**src/rtl/fsg_pkg.sv**
```systemverilog
package fsg_pkg;

  typedef enum logic [2:0] {
    FSG_IDLE,
    FSG_SEND,
    FSG_WAIT_RX,
    FSG_SILENT,
    FSG_DEAD
  } fsg_state_e;

  localparam int unsigned FSG_FAULT_W = 8;

endpackage

```
**src/rtl/fsg_frame_match.sv**
```systemverilog
module fsg_frame_match #(
  parameter int unsigned ADDR_W   = 7,
  parameter int unsigned OP_W     = 8,
  parameter logic [OP_W-1:0] PROBE_OP = 8'hA5
) (
  input  logic              rx_valid_i,
  input  logic [ADDR_W-1:0] rx_src_i,
  input  logic [ADDR_W-1:0] rx_dst_i,
  input  logic [OP_W-1:0]   rx_op_i,
  input  logic [ADDR_W-1:0] self_addr_i,
  output logic              hit_o
);

  logic src_ok, dst_ok, op_ok;

  // all three fields must point back at this node's probe
  assign src_ok = (rx_src_i == self_addr_i);
  assign dst_ok = (rx_dst_i == self_addr_i);
  assign op_ok  = (rx_op_i  == PROBE_OP);
  assign hit_o  = rx_valid_i & src_ok & dst_ok & op_ok;

endmodule

```
**src/rtl/fsg_fault_counter.sv**
```systemverilog
module fsg_fault_counter #(
  parameter int unsigned W = fsg_pkg::FSG_FAULT_W
) (
  input  logic         clk,
  input  logic         rst_n,
  input  logic         fault_i,
  output logic [W-1:0] count_o
);

  localparam logic [W-1:0] TOP = {W{1'b1}};

  always_ff @(posedge clk) begin
    if (!rst_n)                       count_o <= '0;
    else if (fault_i && count_o != TOP) count_o <= count_o + 1'b1;
  end

  assert_sat_hold_R8: assert property (@(posedge clk) disable iff (!rst_n)
    (count_o == TOP) |=> (count_o == TOP));

  assert_count_step_R3: assert property (@(posedge clk) disable iff (!rst_n)
    !$stable(count_o) |-> (count_o == $past(count_o) + 1'b1));

endmodule

```
**src/rtl/fsg_fsm.sv**
```systemverilog
module fsg_fsm
  import fsg_pkg::*;
#(
  parameter int unsigned CNT_W = 16
) (
  input  logic             clk,
  input  logic             rst_n,
  input  logic [CNT_W-1:0] period_i,
  input  logic [CNT_W-1:0] deadline_i,
  input  logic             send_done_i,
  input  logic             hit_i,
  input  logic             reenable_i,
  input  logic             kill_i,
  output fsg_state_e       state_o,
  output logic             fault_o
);

  localparam logic [CNT_W-1:0] ONE = CNT_W'(1);

  fsg_state_e       state_q, state_d;
  logic [CNT_W-1:0] cnt_q, cnt_d;
  logic             in_window, period_end, deadline_end;

  assign in_window    = (state_q == FSG_SEND) || (state_q == FSG_WAIT_RX);
  assign period_end   = (cnt_q == period_i - ONE);
  assign deadline_end = (cnt_q == deadline_i - ONE);

  always_comb begin
    state_d = state_q;
    cnt_d   = cnt_q + ONE;
    fault_o = 1'b0;
    unique case (state_q)
      FSG_IDLE: begin
        if (period_end) begin
          state_d = FSG_SEND;
          cnt_d   = '0;
        end
      end
      FSG_SEND, FSG_WAIT_RX: begin
        if (hit_i) begin
          state_d = FSG_IDLE;
          cnt_d   = '0;
        end else if (deadline_end) begin
          state_d = FSG_SILENT;
          cnt_d   = '0;
          fault_o = 1'b1;
        end else if (state_q == FSG_SEND && send_done_i) begin
          state_d = FSG_WAIT_RX;
        end
      end
      FSG_SILENT: begin
        cnt_d = '0;
        if (reenable_i) state_d = FSG_IDLE;
      end
      FSG_DEAD: cnt_d = '0;
      default: begin
        state_d = FSG_IDLE;
        cnt_d   = '0;
      end
    endcase
    if (kill_i) begin
      state_d = FSG_DEAD;
      cnt_d   = '0;
      fault_o = 1'b0;
    end
  end

  always_ff @(posedge clk) begin
    if (!rst_n) begin
      state_q <= FSG_IDLE;
      cnt_q   <= '0;
    end else begin
      state_q <= state_d;
      cnt_q   <= cnt_d;
    end
  end

  assign state_o = state_q;

  assert_dead_hold_R7: assert property (@(posedge clk) disable iff (!rst_n)
    (state_q == FSG_DEAD) |=> (state_q == FSG_DEAD));

  assert_kill_takes_R7: assert property (@(posedge clk) disable iff (!rst_n)
    kill_i |=> (state_q == FSG_DEAD));

  assert_silent_waits_R6: assert property (@(posedge clk) disable iff (!rst_n)
    (state_q == FSG_SILENT) && !reenable_i && !kill_i |=> (state_q == FSG_SILENT));

  assert_idle_needs_hit_R4: assert property (@(posedge clk) disable iff (!rst_n)
    in_window && !hit_i |=> (state_q != FSG_IDLE));

endmodule

```
**src/rtl/fsilence_guard.sv**
```systemverilog
module fsilence_guard
  import fsg_pkg::*;
#(
  parameter int unsigned ADDR_W   = 7,
  parameter int unsigned OP_W     = 8,
  parameter int unsigned CNT_W    = 16,
  parameter logic [OP_W-1:0] PROBE_OP = 8'hA5
) (
  input  logic              clk,
  input  logic              rst_n,
  input  logic [CNT_W-1:0]  cfg_period,
  input  logic [CNT_W-1:0]  cfg_deadline,
  input  logic [ADDR_W-1:0] node_addr,
  input  logic              send_done,
  input  logic              rx_valid,
  input  logic [ADDR_W-1:0] rx_src,
  input  logic [ADDR_W-1:0] rx_dst,
  input  logic [OP_W-1:0]   rx_opcode,
  input  logic              reenable_cmd,
  input  logic              kill_cmd,
  output logic              send_req,
  output logic              tx_enable,
  output logic              silent,
  output logic              dead,
  output logic [FSG_FAULT_W-1:0] timeout_count
);

  logic       hit;
  logic       fault;
  fsg_state_e state;

  fsg_frame_match #(
    .ADDR_W  (ADDR_W),
    .OP_W    (OP_W),
    .PROBE_OP(PROBE_OP)
  ) u_match (
    .rx_valid_i (rx_valid),
    .rx_src_i   (rx_src),
    .rx_dst_i   (rx_dst),
    .rx_op_i    (rx_opcode),
    .self_addr_i(node_addr),
    .hit_o      (hit)
  );

  fsg_fsm #(.CNT_W(CNT_W)) u_fsm (
    .clk        (clk),
    .rst_n      (rst_n),
    .period_i   (cfg_period),
    .deadline_i (cfg_deadline),
    .send_done_i(send_done),
    .hit_i      (hit),
    .reenable_i (reenable_cmd),
    .kill_i     (kill_cmd),
    .state_o    (state),
    .fault_o    (fault)
  );

  fsg_fault_counter #(.W(FSG_FAULT_W)) u_count (
    .clk    (clk),
    .rst_n  (rst_n),
    .fault_i(fault),
    .count_o(timeout_count)
  );

  assign send_req  = (state == FSG_SEND);
  assign silent    = (state == FSG_SILENT);
  assign dead      = (state == FSG_DEAD);
  assign tx_enable = !(silent || dead);

  assert_off_bus_on_fault_R3: assert property (@(posedge clk) disable iff (!rst_n)
    fault |=> (!tx_enable && silent));

  assert_no_send_off_bus_R6: assert property (@(posedge clk) disable iff (!rst_n)
    !tx_enable |-> !send_req);

endmodule

```
**config.mk**
```make
export PLATFORM = sky130hd
export DESIGN_NAME = fsilence_guard
export DESIGN_NICKNAME = d
export VERILOG_FILES = /design/src/rtl/fsg_pkg.sv /design/src/rtl/fsg_frame_match.sv /design/src/rtl/fsg_fault_counter.sv /design/src/rtl/fsg_fsm.sv /design/src/rtl/fsilence_guard.sv
export SDC_FILE = /design/constraint.sdc
export NUM_CORES = 1
export LEC_CHECK = 0
export BUFFER_PORTS_ARGS = -buffer_cell sky130_fd_sc_hd__buf_4
export CAP_MARGIN = 0
export CORE_AREA = 2 2 77 79
export DETAILED_ROUTE_END_ITERATION = 6
export DIE_AREA = 0 0 79 81
export PLACE_DENSITY = 0.74
export SLEW_MARGIN = 15
export SYNTH_ARGS = -nofsm -noshare
export SYNTH_HDL_FRONTEND = slang
export SYNTH_SLANG_ARGS = --single-unit
```
**constraint.sdc**
```tcl
create_clock -name clk -period 2.93 [get_ports clk]
set_input_delay 0.586 -clock clk [delete_from_list [all_inputs] [get_ports clk]]
set_output_delay 0.586 -clock clk [all_outputs]
set_load 0.1 [all_outputs]
```
# Word level (Yosys, flattened, before mapping)
# Cells that the tools add are included.
# classes
addsub	4
n_mux	15
n_eq_ne	17
bitwise_logic	5
reduce_logical	9
# ops
cell	count
$mux W16	3
$eq A16 B16 Y1	2
$pmux W16 S2	1
$sub A16 B1 Y16 const B	2
$mux W3	6
$add A16 B1 Y16 const B	1
$eq A7 B7 Y1	2
$pmux W3 S4	1
$add A8 B1 Y8 const B	1
$eq A8 B8 Y1 const B	1
$ne A8 B8 Y1 const B	1
$reduce_and A4 Y1	2
$eq A3 B2 Y1 const B	2
$ne A5 B3 Y1 const B	1
$mux W1	4
$ne A2 B2 Y1 const B	2
$ne A4 B2 Y1 const B	1
$reduce_or A2 Y1	2
$and A1 B1 Y1	3
$eq A3 B1 Y1 const B	1
$eq A3 B3 Y1 const B	1
$logic_not A3 Y1	1
$ne A3 B2 Y1 const B	1
$ne A3 B3 Y1 const B	1
other kinds (5)	7
# totals
out_inout_bits	12
regBits	27
input_bits	67

# Longest topological paths before layout
# Gate-level depths: netlist (run 1).
# depth
ltp_word	8
ltp_mapped	11

# Hierarchy
# A second synthesis (run 1) with hierarchy kept.
# hier_totals
hier_cells	351
hier_area_um2	2772.7
# modules_own_cells
mod	n_inst	area_each_um2	cells_each	seq_area_each_um2
fsg_fsm	1	2195.9	279	380.4
fsg_fault_counter	1	404.1	47	160.2
fsg_frame_match	1	140.1	21	0.0
fsilence_guard	1	32.5	4	0.0

# Worst setup path before layout (run 1)
# OpenSTA, ideal clock, no wires.
# synth_timing
path_type	register -> output
startpoint	register u_fsm.state_q[0] (netlist: u_fsm.state_o[0])
endpoint	output port tx_enable
t_arrival_ns	2.927
required_ns	2.344
path_buffers	0
setup_slack_ns	-0.583
stages_incl_launch_ff	4
cell_sequence	dfxtp_1 or2_2 nor2_1 nor2_1
# synth_via
elab_chain_cells	3
word_cells_on_any_way	4
# synth_lines
element	line_no	text
from (decl)	fsg_fsm.sv:20	fsg_state_e state_q, state_d;
from (signal assigned)	fsg_fsm.sv:73	state_q <= state_d;
$eq A3 B3 Y1	fsilence_guard.sv:67	assign dead = (state == FSG_DEAD);
net dead	fsilence_guard.sv:24	output logic dead,
$logic_or A1 B1 Y1	fsilence_guard.sv:68	assign tx_enable = !(silent || dead);
$logic_not A1 Y1	fsilence_guard.sv:68	
to (decl)	fsilence_guard.sv:22	output logic tx_enable,
# The timed path passes the listed nets, and every way through them passes these cells.

# Final worst setup path (run 1)
# layout_timing
startpoint	input port cfg_deadline[1]
endpoint	register u_fsm.state_q[0] (netlist: u_fsm.state_o[0])
# layout_via
elab_chain_cells	5
word_cells_on_any_way	7
# layout_lines
element	line_no	text
from (decl)	fsilence_guard.sv:12	input logic [CNT_W-1:0] cfg_deadline,
$sub A16 B1 Y16 *	fsg_fsm.sv:26	assign deadline_end = (cnt_q == deadline_i - ONE);
$eq A16 B16 Y1 *	fsg_fsm.sv:26	
$mux W3	fsg_fsm.sv:43	end else if (deadline_end) begin
$mux W3	fsg_fsm.sv:40	if (hit_i) begin
$pmux W3 S4	fsg_fsm.sv:32	unique case (state_q)
# Every way passes the cells marked *; elsewhere a longest branch is shown, timed or not.
# A chain may end at the register's enable or synchronous reset.

==> impl_metrics.py, run 1 <==
metrics = {
    "status": {
        "status": "finished, final reports clean",
    },
    "grt": {
        "grt_pass1_vias": 2686,
        "antenna_found_initial": 0,
        "grt_max_degree": 16,
        "grt_use_total": 0.2115,
        "grt_pass1_wl_microns": 11330,
        "gr-total-overflow": 0,
    },
    "worst_setup_path": {
        "reg2reg_to": "u_fsm.state_o[0]$_SDFFE_PP0P_",
        "worst-endpoint-arrival_ps": 3140,
        "crit_chain": "buf_8, or4_4, nor4_4, mux2i_1, a221o_1, nor4_4, buf_4, o21ai_1, or4_1, a21oi_2",
        "cp_common_cell": "nor4_4",
        "cpPeakStageDelay_ps": 600,
        "crit_required_ps": 3140,
        "crit-reg2reg-launch": "u_fsm.cnt_q[13]$_SDFF_PP0_",
        "crit_path_top_delay_cell": "or4_4",
        "reg2regPathDepth": 9,
        "worstSetupPathType": "in -> reg",
        "worstSetupEndpointType": "register",
        "critPathLaunchType": "input port",
        "r2r_slack_ps": 250,
        "crit_fanout": 6,
    },
    "finish": {
        "regArea_sq_um": 540.5,
        "finalNetCount": 521,
        "area_delta_synth_final_pct": 42.27,
        "final_common_cell": "buf_4",
        "layout_common_cells": "118 x buf_4, 35 x nor2_1, 27 x dfxtp_1",
        "drive_gt1_frac": 0.3274,
        "n_antenna_cell": 0,
        "final_cells": 524,
        "final_util": 0.6448,
        "multi_input_area_sq_um": 2003,
        "nFillCells": 538,
    },
    "synth": {
        "yosysWarnings": 0,
        "ys.flop_type": "dfxtp_1",
        "syn_inst": 338,
        "synth_seq_area_share": 0.2101,
        "synth.distinct_cells": 60,
        "postSynth.asyncResetShare": 0,
        "synth_edf_count": 0,
        "synth_area_sq_um": 2572,
        "avgSynthCellArea_sq_um": 7.611,
        "synth_seq_cells": 27,
        "synth_nets": 409,
    },
    "sta": {
        "finalClockSkew_ps": 3.412,
        "drv_slew": 0,
        "period_share": 0.9996,
        "worst_pin_slew_ps": 785.0,
        "grt_setup_unrepaired": "yes",
        "max_freq_mhz": 341.4,
        "layout_min_cycle_time_ps": 2929,
        "hold_violations": 0,
        "setup_violations": 0,
        "relSlewSlack": 0.4719,
    },
    "clock_tree": {
        "cts.clk_slew.worst_paths_ps": 90,
        "clock_sinks": 27,
        "cts_buffer_depth": 2,
        "cts_tree": "yes",
        "cts_root_buf": "clkbuf_8",
        "cts_buffers": 3,
        "clk_latency_ps": 270,
        "htreeDepth": 1,
    },
    "place": {
        "gp_congestion": 0.8743,
        "io_buffers": 78,
        "hpwl_microns": 5538,
        "placedCellCount": 513,
    },
    "floorplan": {
        "pin_count": 79,
        "die_w_microns": 79,
        "start_util": 0.4533,
        "core_area_sq_um": 5675,
        "chipHeight_microns": 81,
        "die_area_sq_um": 6399,
        "rows": 28,
    },
    "routing": {
        "first_iter_violations": 108,
        "drt_wl_total_microns": 6938,
        "vias_per_cell": 5.557,
        "drc": 0,
        "drtPass1Iterations": 5,
        "vias": 2912,
        "ant_nets": 0,
        "wl_per_cell_microns": 13.24,
    },
    "pwr": {
        "power_density_nw_per_um2": 228.8,
        "ir_drop_uv": 186.7,
        "power_leakage_uw": 0.001500,
    },
    "min_path": {
        "min_to": "u_count.count_o[7]$_SDFFE_PN0P_",
        "min-delay-path-class": "reg -> reg",
        "hold_start": "u_count.count_o[7]$_SDFFE_PN0P_",
        "worstHoldPathCells": 2,
    },
    "run": {
        "drv_cap": 0,
    },
}
## power by group
group	switching (uW)	internal (uW)	leakage, uW
sequential	3.43	369	0.000218
combinational	121	137	0.00126
clock	110	97.3	0.0000228
total	234	603	0.00150
## cell families (layout without fill, tap and decap cells)
family	count (synthesis)	after routing	synth area share
AND/OR/NAND/NOR	164	164	0.3633
AO/OA/AOI/OAI	63	63	0.1785
XOR/XNOR	52	52	0.1770
flip-flops	27	27	0.2101
buffers and inverters	26	137	0.04377
adder cells (fa/ha/maj)	4	4	0.01946
multiplexers	2	2	0.007782
## worst max-delay path by stage
stage	slack, ps	depth (start not counted)	startpoint	to
floorplan	-80	11	cfg_deadline[2]	u_count.count_o[6]$_SDFFE_PN0P_
global placement	-310	9	cfg_deadline[1]	u_fsm.state_o[0]$_SDFFE_PP0P_
detailed placement	-390	11	cfg_deadline[1]	u_fsm.state_o[0]$_SDFFE_PP0P_
CTS	20	9	cfg_deadline[1]	u_count.count_o[6]$_SDFFE_PN0P_
global route	-110	10	cfg_deadline[1]	u_fsm.state_o[0]$_SDFFE_PP0P_
finish	1	10	cfg_deadline[1]	u_fsm.state_o[0]$_SDFFE_PP0P_
## timing repair
item / 4_1_cts / 5_1_grt
pin swaps: 0 / 7
endpoints found under the setup margin: 2 / 20
hold buffers: 0 / 0
gates cloned: 0 / 0
gates resized for setup: 2 / 11
buffers inserted: 0 / 7
## layer usage
metal | vias up | share of wire | global-route usage
met2 | 72 | 0.52 | 0.4068
li1 | 1482 | - | -
met5 | - | 0 | 0
met1 | 1352 | 0.43 | 0.2520
met3 | 6 | 0.043 | 0.03444
met4 | 0 | 0.0050 | 0.02931
## cells in the mapped netlist, drive strengths merged (4+ instances only)
library cell,n,share of area
a21oi,11,0.021
a31oi,4,0.0097
and3,16,0.039
buf,6,0.015
clkbuf,8,0.012
dfxtp,27,0.21
ha,4,0.019
inv,12,0.018
nand2,19,0.029
nand2b,4,0.0097
nand3,20,0.039
nand4,8,0.019
nor2,36,0.053
nor3,15,0.029
nor4,12,0.043
o21a,4,0.012
o21ai,7,0.014
o31ai,5,0.015
or3,7,0.017
or4,8,0.023
xnor2,26,0.089
xor2,26,0.089
## stage by stage
step                setup WS [ps]  hold slack (ps)  TNS [ps]  area, sq um  total power, uW
finish                      1.094            503.2         0         3660            837.5
global placement           -313.7            488.5     -2970         3497            623.1
global route               -109.7            523.0    -438.8         3660            878.5
floorplan                  -76.55            472.4    -260.2         2623            489.8
detailed placement         -387.1            497.8     -4623         3497            628.6
CTS                         17.08            509.0         0         3556            840.9
## state kept, by name, summed over array words and instances (netlist names)
name             flops
u_fsm.state_o        3
u_count.count_o      8
u_fsm.cnt_q         16
## critical path: cells and delay by family
kind | cells | cell delay, ps
buffers and inverters | 2 | 260
multiplexers | 1 | 110
AND/OR/NAND/NOR | 4 | 1630
AO/OA/AOI/OAI | 3 | 550
## area by class of cell
class | count | share of cell area
multi-input combinational | 285 | 0.5474
timing repair buffer | 121 | 0.2547
sequential | 27 | 0.1477
tap | 75 | 0.02564
clock buffer | 4 | 0.01231
inverter | 12 | 0.01231
No activity file was read; power rests on OpenSTA's default activity.
==> run 2: changes to the inputs <==
MAX_ROUTING_LAYER = met4   (was not set)
REMOVE_ABC_BUFFERS = 1   (was not set)
==> impl_metrics.py, run 2 (same netlist as run 1, synthesis figures left out) <==
metrics = {
    "status": {
        "status": "finished, violations left",
        "violations": "setup timing",
    },
    "sta": {
        "relSlewSlack": 0.5278,
        "worst_pin_slew_ps": 701.8,
        "hold_slack_ps": 525.0,
        "setup_violations": 1,
        "period_share": 1.009,
        "finalClockSkew_ps": 4.376,
        "setup-tns-final_ps": -25.89,
        "grt_setup_unrepaired": "yes",
        "worst_slack_ps": -25.89,
        "max_freq_mhz": 338.3,
        "layout_min_cycle_time_ps": 2956,
        "drv_slew": 0,
        "hold_violations": 0,
    },
    "routing": {
        "drt_wl_total_microns": 7241,
        "drc": 0,
        "first_iter_violations": 136,
        "ant_nets": 0,
        "vias_per_cell": 5.637,
        "vias": 2999,
        "drtPass1Iterations": 4,
        "wl_per_cell_microns": 13.61,
    },
    "run": {
        "drv_cap": 0,
    },
    "worst_setup_path": {
        "worstSetupEndpointType": "register",
        "crit_fanout": 8,
        "cpPeakStageDelay_ps": 550,
        "critPathLaunchType": "input port",
        "crit_required_ps": 3150,
        "crit_chain": "buf_6, or4_4, buf_6, nor4_4, mux2i_1, a221o_1, nor4_4, nand2_2, or4_4, a21oi_2",
        "crit_buf_inv": 2,
        "worstSetupPathType": "in -> reg",
        "cpLargestDelayFamily": "simple AND/OR/NAND/NOR gates",
        "crit_path_top_delay_cell": "or4_4",
        "worst-endpoint-arrival_ps": 3170,
    },
    "floorplan": {
        "start_util": 0.4533,
        "die_area_sq_um": 6399,
        "chipHeight_microns": 81,
        "core_area_sq_um": 5675,
        "pin_count": 79,
        "rows": 28,
        "die_w_microns": 79,
    },
    "finish": {
        "area_delta_synth_final_pct": 44.94,
        "layout_common_cells": "124 x buf_4, 36 x nor2_1, 27 x dfxtp_1",
        "n_antenna_cell": 0,
        "final_common_cell": "buf_4",
        "drive_gt1_frac": 0.3479,
        "largest_reg_flops": 16,
        "regMostFlops": "u_fsm.cnt_q",
        "finalNetCount": 529,
    },
    "clock_tree": {
        "clock_sinks": 27,
        "cts_root_buf": "clkbuf_8",
        "cts.clk_slew.worst_paths_ps": 90,
        "htreeDepth": 1,
        "cts_tree": "yes",
        "clk_latency_ps": 270,
        "cts_buffer_depth": 2,
        "cts_buffers": 3,
        "cts_hold_buffers": 0,
    },
    "pwr": {
        "p_seq_frac": 0.441,
        "ir_drop_uv": 229.8,
        "power_density_nw_per_um2": 226.2,
        "power_leakage_uw": 0.001540,
        "clkPwrFrac": 0.251,
        "cell_internal_pwr_uw": 603.3,
        "pwr-share-comb": 0.308,
        "p_sw_uw": 240.2,
        "switching_share": 0.2847,
    },
    "grt": {
        "antenna_found_initial": 0,
        "grt_pass1_wl_microns": 12500,
        "grt_pass1_vias": 2945,
        "gr-total-overflow": 0,
        "grt_max_degree": 16,
        "grt_use_total": 0.2392,
    },
    "place": {
        "gp_congestion": 0.8881,
        "io_buffers": 78,
        "hpwl_microns": 5742,
    },
    "min_path": {
        "min-delay-path-class": "reg -> reg",
    },
}
-- run 2: final timing paths --
kind                                       from                         endpoint  slack [ps]  cells past startpoint
hold reg to reg   u_fsm.state_o[0]$_SDFFE_PP0P_    u_fsm.state_o[0]$_SDFFE_PP0P_         520                      2
setup reg to reg     u_fsm.cnt_q[13]$_SDFF_PP0_  u_count.count_o[5]$_SDFFE_PN0P_         120                      8
setup / recovery                cfg_deadline[2]  u_count.count_o[5]$_SDFFE_PN0P_         -30                     10
hold / removal    u_fsm.state_o[0]$_SDFFE_PP0P_    u_fsm.state_o[0]$_SDFFE_PP0P_         520                      2
-- run 2: stage by stage --
step | setup slack, ps | util | cell area (sq um) | power [uW] | cells
5_1_grt | -107.8 | 0.6570 | 3729 | 888.4 | 532
3_3_place_gp | -346.7 | 0.6281 | 3565 | 625.5 | 526
4_1_cts | -16.74 | 0.6479 | 3677 | 841.3 | 532
3_5_place_dp | -459.7 | 0.6281 | 3565 | 630.5 | 526
6_report | -25.89 | 0.6570 | 3729 | 843.5 | 532
2_1_floorplan | -582.6 | - | 2505 | 478.5 | 324
-- run 2: what timing repair did --
item / CTS / global route
endpoints found under the setup margin: 22 / 23
pin swaps: 9 / 4
resized for setup: 12 / 13
setup buffers: 2 / 0
-- run 2: layout make-up --
| class | count | area [sq um] |
|---|---|---|
| clock inverters | 1 | 5.005 |
| clock buffers | 3 | 41.29 |
| fillers | 500 | 1947 |
| repair buffers | 129 | 996.0 |
| multi-input cells | 285 | 2007 |
| inverters | 12 | 45.04 |
| flip-flops and latches | 27 | 540.5 |
| well taps | 75 | 93.84 |
-- run 2: per-layer routing --
| metal | GRT usage | vias to the layer above | share of wire |
|---|---|---|---|
| li1 | - | 1503 | - |
| met1 | 0.2819 | 1418 | 0.43 |
| met2 | 0.4449 | 72 | 0.52 |
| met3 | 0.03111 | 6 | 0.042 |
| met4 | 0.03448 | 0 | 0.0075 |
| met5 | - | - | 0 |
-- run 2: worst reg2reg max path, delay by kind of cell, from the launching register on --
family          cells  cell delay [ps]
compound gates      4             1080
simple gates        3             1020
flops               1              470
xor+xnor            1              190
-- run 2: power by group through the flow --
stage / logic (uW) / registers (uW) / clock network [uW]
6_report: 260 / 372 / 211
3_3_place_gp: 245 / 381 / 0
4_1_cts: 256 / 372 / 213
3_5_place_dp: 250 / 381 / 0
5_1_grt: 284 / 373 / 232
2_1_floorplan: 98.9 / 380 / 0
